<file path="src/rtl/e1mf_pkg.sv">
package e1mf_pkg;

    localparam int FRAME_W        = 4;
    localparam int SVC_EARLY_FRM  = 13;
    localparam int SVC_LATE_FRM   = 15;
    localparam int SN_CLEAR_FRM   = 15;
    localparam int N_STICKY       = 3;

    typedef struct packed {
        logic tx_sn_ready;
        logic rx_sn_ready;
        logic stack_slip;
        logic glob_par;
        logic tx_par;
        logic fas_first;
        logic svc_early;
        logic svc_late;
    } status_t;

    localparam status_t STATUS_RST = '{fas_first: 1'b1, default: 1'b0};

    function automatic logic frame_is(input logic [FRAME_W-1:0] num, input int which);
        return num == FRAME_W'(which);
    endfunction

endpackage

</file>
<file path="src/rtl/e1mf_svc_capture.sv">
module e1mf_svc_capture
    import e1mf_pkg::*;
#(
    parameter int FW        = FRAME_W,
    parameter int EARLY_FRM = SVC_EARLY_FRM,
    parameter int LATE_FRM  = SVC_LATE_FRM
) (
    input  logic          clk,
    input  logic          rst,
    input  logic          crc4_en,
    input  logic          dbl_frame,
    input  logic          rx_mf_start,
    input  logic [FW-1:0] rx_frame_num,
    input  logic          rx_svc_valid,
    input  logic          rx_svc_bit,
    input  logic          fas_valid,
    input  logic          fas_bit,
    output logic          svc_early,
    output logic          svc_late,
    output logic          fas_first
);
    localparam logic [FW-1:0] EARLY_NUM = FW'(EARLY_FRM);
    localparam logic [FW-1:0] LATE_NUM  = FW'(LATE_FRM);

    logic early_shadow, late_shadow;

    // capture registers for the current multiframe
    always_ff @(posedge clk) begin
        if (rst) begin
            early_shadow <= 1'b0;
            late_shadow  <= 1'b0;
        end else if (rx_svc_valid) begin
            if (rx_frame_num == EARLY_NUM) early_shadow <= rx_svc_bit;
            if (rx_frame_num == LATE_NUM)  late_shadow  <= rx_svc_bit;
        end
    end

    // visible copies, refreshed per multiframe
    always_ff @(posedge clk) begin
        if (rst || !crc4_en) begin
            svc_early <= 1'b0;
            svc_late  <= 1'b0;
        end else if (rx_mf_start) begin
            svc_early <= early_shadow;
            svc_late  <= late_shadow;
        end
    end

    always_ff @(posedge clk) begin
        if (rst || !dbl_frame) fas_first <= 1'b1;
        else if (fas_valid)    fas_first <= fas_bit;
    end

    AST_SVC_ZERO_NO_CRC: assert property (@(posedge clk) disable iff (rst)
        !crc4_en |=> (!svc_early && !svc_late));
    AST_FAS_ONE_SINGLE: assert property (@(posedge clk) disable iff (rst)
        !dbl_frame |=> fas_first);
    AST_SVC_HOLD: assert property (@(posedge clk) disable iff (rst)
        (crc4_en && !rx_mf_start) |=> ($stable(svc_early) && $stable(svc_late)));

endmodule

</file>
<file path="src/rtl/e1mf_sticky_bits.sv">
module e1mf_sticky_bits
    import e1mf_pkg::*;
#(
    parameter int N = N_STICKY
) (
    input  logic         clk,
    input  logic         rst,
    input  logic [N-1:0] set_ev,
    input  logic         rd_clr,
    output logic [N-1:0] flags
);
    for (genvar i = 0; i < N; i++) begin : g_bit
        always_ff @(posedge clk) begin
            if (rst)            flags[i] <= 1'b0;
            else if (set_ev[i]) flags[i] <= 1'b1;
            else if (rd_clr)    flags[i] <= 1'b0;
        end

        AST_STICKY_SET: assert property (@(posedge clk) disable iff (rst)
            set_ev[i] |=> flags[i]);
        AST_STICKY_HOLD: assert property (@(posedge clk) disable iff (rst)
            (!set_ev[i] && !rd_clr) |=> $stable(flags[i]));
        AST_STICKY_CLR: assert property (@(posedge clk) disable iff (rst)
            (!set_ev[i] && rd_clr) |=> !flags[i]);
    end
endmodule

</file>
<file path="src/rtl/e1mf_sn_flag.sv">
module e1mf_sn_flag
    import e1mf_pkg::*;
#(
    parameter int FW        = FRAME_W,
    parameter int CLEAR_FRM = SN_CLEAR_FRM
) (
    input  logic          clk,
    input  logic          rst,
    input  logic          crc4_en,
    input  logic          mf_start,
    input  logic          frame_start,
    input  logic [FW-1:0] frame_num,
    input  logic          access,
    output logic          ready
);
    logic set_c, clr_c;

    assign set_c = mf_start && crc4_en;
    assign clr_c = access || (frame_start && frame_is(frame_num, CLEAR_FRM));

    always_ff @(posedge clk) begin
        if (rst)        ready <= 1'b0;
        else if (set_c) ready <= 1'b1;
        else if (clr_c) ready <= 1'b0;
    end

    AST_SN_SET_WINS: assert property (@(posedge clk) disable iff (rst)
        (mf_start && crc4_en) |=> ready);
    AST_SN_CLEARS: assert property (@(posedge clk) disable iff (rst)
        (!mf_start && access) |=> !ready);
    AST_SN_NO_CRC_NO_RISE: assert property (@(posedge clk) disable iff (rst)
        (!crc4_en && !ready) |=> !ready);
endmodule

</file>
<file path="src/rtl/e1mf_status_reg.sv">
module e1mf_status_reg
    import e1mf_pkg::*;
(
    input  logic               clk,
    input  logic               rst,
    input  logic               crc4_en,
    input  logic               dbl_frame,
    input  logic               par_chk_en,
    input  logic               sig_stack_en,
    input  logic               rx_mf_start,
    input  logic               rx_frame_start,
    input  logic [FRAME_W-1:0] rx_frame_num,
    input  logic               rx_svc_valid,
    input  logic               rx_svc_bit,
    input  logic               fas_valid,
    input  logic               fas_bit,
    input  logic               tx_mf_start,
    input  logic               tx_frame_start,
    input  logic [FRAME_W-1:0] tx_frame_num,
    input  logic               tx_par_err,
    input  logic               rx_par_err,
    input  logic               alarm_sim,
    input  logic               stack_miss,
    input  logic               sn_rx_rd,
    input  logic               sn_tx_wr,
    input  logic               stat_rd,
    output logic [7:0]         status
);
    status_t             st;
    logic [N_STICKY-1:0] sticky_set, sticky_q;

    e1mf_svc_capture u_svc (
        .clk, .rst, .crc4_en, .dbl_frame, .rx_mf_start, .rx_frame_num,
        .rx_svc_valid, .rx_svc_bit, .fas_valid, .fas_bit,
        .svc_early (st.svc_early),
        .svc_late  (st.svc_late),
        .fas_first (st.fas_first)
    );

    // sticky order: [0] transmit parity, [1] global parity, [2] stack slip
    assign sticky_set[0] = (tx_par_err && par_chk_en) || alarm_sim;
    assign sticky_set[1] = tx_par_err || rx_par_err || alarm_sim;
    assign sticky_set[2] = stack_miss && sig_stack_en;

    e1mf_sticky_bits #(.N(N_STICKY)) u_sticky (
        .clk, .rst,
        .set_ev (sticky_set),
        .rd_clr (stat_rd),
        .flags  (sticky_q)
    );

    assign st.tx_par     = sticky_q[0];
    assign st.glob_par   = sticky_q[1];
    assign st.stack_slip = sticky_q[2];

    e1mf_sn_flag u_rx_sn (
        .clk, .rst, .crc4_en,
        .mf_start    (rx_mf_start),
        .frame_start (rx_frame_start),
        .frame_num   (rx_frame_num),
        .access      (sn_rx_rd),
        .ready       (st.rx_sn_ready)
    );

    e1mf_sn_flag u_tx_sn (
        .clk, .rst, .crc4_en,
        .mf_start    (tx_mf_start),
        .frame_start (tx_frame_start),
        .frame_num   (tx_frame_num),
        .access      (sn_tx_wr),
        .ready       (st.tx_sn_ready)
    );

    assign status = st;

    AST_RESET_VALUE: assert property (@(posedge clk)
        rst |=> (status == STATUS_RST));
    AST_PARCHK_GATE: assert property (@(posedge clk) disable iff (rst)
        (!par_chk_en && !alarm_sim && !status[3]) |=> !status[3]);
    AST_SLIP_GATE: assert property (@(posedge clk) disable iff (rst)
        (!sig_stack_en && !status[5]) |=> !status[5]);
    AST_GLOBAL_SET: assert property (@(posedge clk) disable iff (rst)
        (rx_par_err || tx_par_err) |=> status[4]);
endmodule

</file>
<file path="config.mk">
export PLATFORM = sky130hd
export DESIGN_NAME = e1mf_status_reg
export DESIGN_NICKNAME = d
export VERILOG_FILES = /design/src/rtl/e1mf_pkg.sv /design/src/rtl/e1mf_svc_capture.sv /design/src/rtl/e1mf_sticky_bits.sv /design/src/rtl/e1mf_sn_flag.sv /design/src/rtl/e1mf_status_reg.sv
export SDC_FILE = /design/constraint.sdc
export NUM_CORES = 1
export LEC_CHECK = 0
export BUFFER_PORTS_ARGS = -buffer_cell sky130_fd_sc_hd__buf_2
export CAP_MARGIN = 10
export CORE_AREA = 3 3 40 42
export CTS_CLUSTER_DIAMETER = 30
export DETAILED_ROUTE_END_ITERATION = 12
export DIE_AREA = 0 0 43 45
export GPL_ROUTABILITY_DRIVEN = 0
export GPL_TIMING_DRIVEN = 1
export PLACE_DENSITY = 0.72
export SLEW_MARGIN = 20
export SYNTH_ARGS = -nofsm -noshare
export SYNTH_HDL_FRONTEND = slang
export SYNTH_SLANG_ARGS = --single-unit
</file>
<file path="constraint.sdc">
create_clock -name clk -period 2.1 [get_ports clk]
set_clock_uncertainty 0.1 [all_clocks]
set_input_delay 0.105 -clock clk [delete_from_list [all_inputs] [get_ports clk]]
set_output_delay 0.105 -clock clk [all_outputs]
set_load 0.02 [all_outputs]
</file>
==> run metrics <==
Core Rows 13; CP arrival 1.62 ns; initial antenna violation count 0; dpl cells 97; Clock Pin Slew Worst Setup and Hold Paths 0.07 ns; Crit Path Category in2reg; startpoint class of the critical path primary input; minimum clock period 1.57 ns; Hold Fails Final Rpt 0; slew margin rel. 84.4%; Netlist cell types 19; Reg2Reg Setup Slack 0.69 ns; Mapped Cells 52; Finished Core Util 56.6%; CTS resizes 0; Post-synth EDFFs 0; post-synthesis mux area share 6.52%; via count 503; vias in the first global route 447; die width 43 um; Crit. End Element flip-flop; post-cts hold buffer count 8; Layout Nets 124; Core ar. 1280 um^2; Layout area overhead 57.9%; Mapped Nets 81; GRT Total Usage 12.4%; Setup Buffers After CTS 0; most area-hungry cell type in the Yosys netlist dfxtp_1; Vias/cell 4.61; Seq/Total Area, Yosys 43.5%; DRT Pass-1 Iters 4; drt wl/cell 10.4 um; Starting Density 35.8%; Worst IR Drop VDD 0.273 mV; Leakage Power 0.000364 uW; Max Fclk 0.636 GHz; Max Cap Viol 0; Routed Antenna Nets 0; Die ar. 1940 um^2; Slew Limit Fails 0; outcome completed; PD cells 610 nW/um^2; period utilization 74.9%; hold depth 3; share of cells above drive strength 1 43.6%; I/O pins 37; I/O Buffers 36; DR iter-0 viols 5; Clock Latency Late Sink 0.25 ns; Worst EP required 2.14 ns; Top FF cell, synth dfxtp_1; xor/xnor share of the synthesized area 0%; Synth Area in Simple Gates 23.4%; Die Height 45 um; largest net degree at the start of global routing 11; Worst Hold Class in2reg; RR Endpoint u_sticky.flags[0]$_SDFFE_PP0P_; Setup TNS 0 ns; Min-Delay Endpoint u_svc.late_shadow$_SDFFE_PP0P_; async set-reset flop share out of synthesis 0%; WL final 1130 um; Root Buffer clkbuf_4; compound-gate portion of the synthesized area 14.4%; YS warnings 0; ranking of synthesized cells by area dfxtp_1, buf_4, mux2i_1; CP startpoint alarm_sim; Antenna Cells 0; Yosys reg bits 10; Yosys top cell area share 43.5%; Final Non-Filler Cells 109; remaining routing DRC violations 0; top-count cell post-synth dfxtp_1; first-pass GRT wire length 1810 um; number of clock sinks 10; DP Wirelength 847 um; most instantiated cells after synthesis dfxtp_1, buf_4, nand2_1; GR Overflow Total 0; total CTS buffers 3; synthesized area 460 um^2; Mean Syn Cell Area 8.85 um^2; r2r worst-path depth 3; Reg-to-Reg Start u_sticky.flags[0]$_SDFFE_PP0P_; TritonCTS clock tree yes; crit path max fanout 2; Final Setup Violations 0; clock tree buffer depth 2; HP Start rx_svc_bit; Slew @ Worst Pin 0.234 ns; largest family of logic cells by synthesized area simple AND/OR/NAND/NOR gates; Post-Synth Adder-Cell Area 0%; H-Tree Depth 1; RSZ-0062 raised after global routing false
## power by group
group / switching [uW] / total [uW] / internal (uW)
Sequential: 3.01 / 200 / 197
Combinational: 33.4 / 76.6 / 43.2
Clock: 62.3 / 167 / 105
## cells by family after synthesis
group	after synthesis
AO/OA/AOI/OAI	11
AND/OR/NAND/NOR	20
multiplexers	3
flip-flops	10
buffers and inverters	8
## final cells by class
type                            instances  area [um^2]
Multi-Input combinational cell         34          204
Inverter                                2         7.51
Timing Repair Buffer                   44          260
Tap cell                               15         18.8
Fill cell                             112          558
Clock buffer                            4         36.3
Sequential cell                        10          200
## metrics by stage
step | power, uW | instance area [um^2] | worst slack, ns | hold slack, ns
after floorplan | 236 | 460 | 1.21 | 0.0881
after global placement | 267 | 611 | 1.29 | 0.204
after CTS | 447 | 727 | 0.590 | 0.0127
after detailed placement | 269 | 611 | 1.25 | 0.205
final | 444 | 727 | 0.528 | 0.0151
after global routing | 468 | 727 | 0.544 | 0.00482
## per-layer routing
metal,wire length (um),global-route usage [%],vias up
met5,0,0,-
met4,0,5.42,0
met3,150,3.59,0
met2,525,20.1,31
met1,454,15.4,211
li1,-,-,261
## worst max-delay path: stages
cell	delay, ns
dlygate4sd3_1	0.55
buf_2	0.13
a221oi_1	0.21
dlygate4sd3_1	0.59
nor2_1	0.04
## cell usage in the layout (no fill, tap or decap)
cell type / count
buf_2: 36
dfxtp_1: 10
dlygate4sd3_1: 8
nand2_1: 5
nor2_1: 4
nor2b_1: 4
o21ai_0: 4
mux2i_1: 3
a21oi_1: 3
clkbuf_4: 3
inv_1: 2
o31ai_1: 2
nand3_1: 2
nand2b_1: 1
nand4_1: 1
nand2b_4: 1
a22oi_1: 1
a221oi_1: 1
nand3b_1: 1
nor3_1: 1
clkbuf_8: 1
## state kept, by name (all words and copies together) (netlist names)
| name | cells |
|---|---|
| u_svc.late_shadow | 1 |
| u_rx_sn.ready | 1 |
| u_tx_sn.ready | 1 |
| u_sticky.flags | 3 |
| u_svc.svc_early | 1 |
| u_svc.early_shadow | 1 |
| u_svc.fas_first | 1 |
| u_svc.svc_late | 1 |
## worst max-delay path by stage
stage / end / cells after the start
global placement: u_sticky.flags[0]$_SDFFE_PP0P_ / 2
detailed placement: u_svc.late_shadow$_SDFFE_PP0P_ / 4
floorplan: u_sticky.flags[0]$_SDFFE_PP0P_ / 2
CTS: u_sticky.flags[0]$_SDFFE_PP0P_ / 5
global route: u_sticky.flags[0]$_SDFFE_PP0P_ / 5
finish: u_sticky.flags[0]$_SDFFE_PP0P_ / 5
Note: power is estimated with default switching activity, not from simulation.
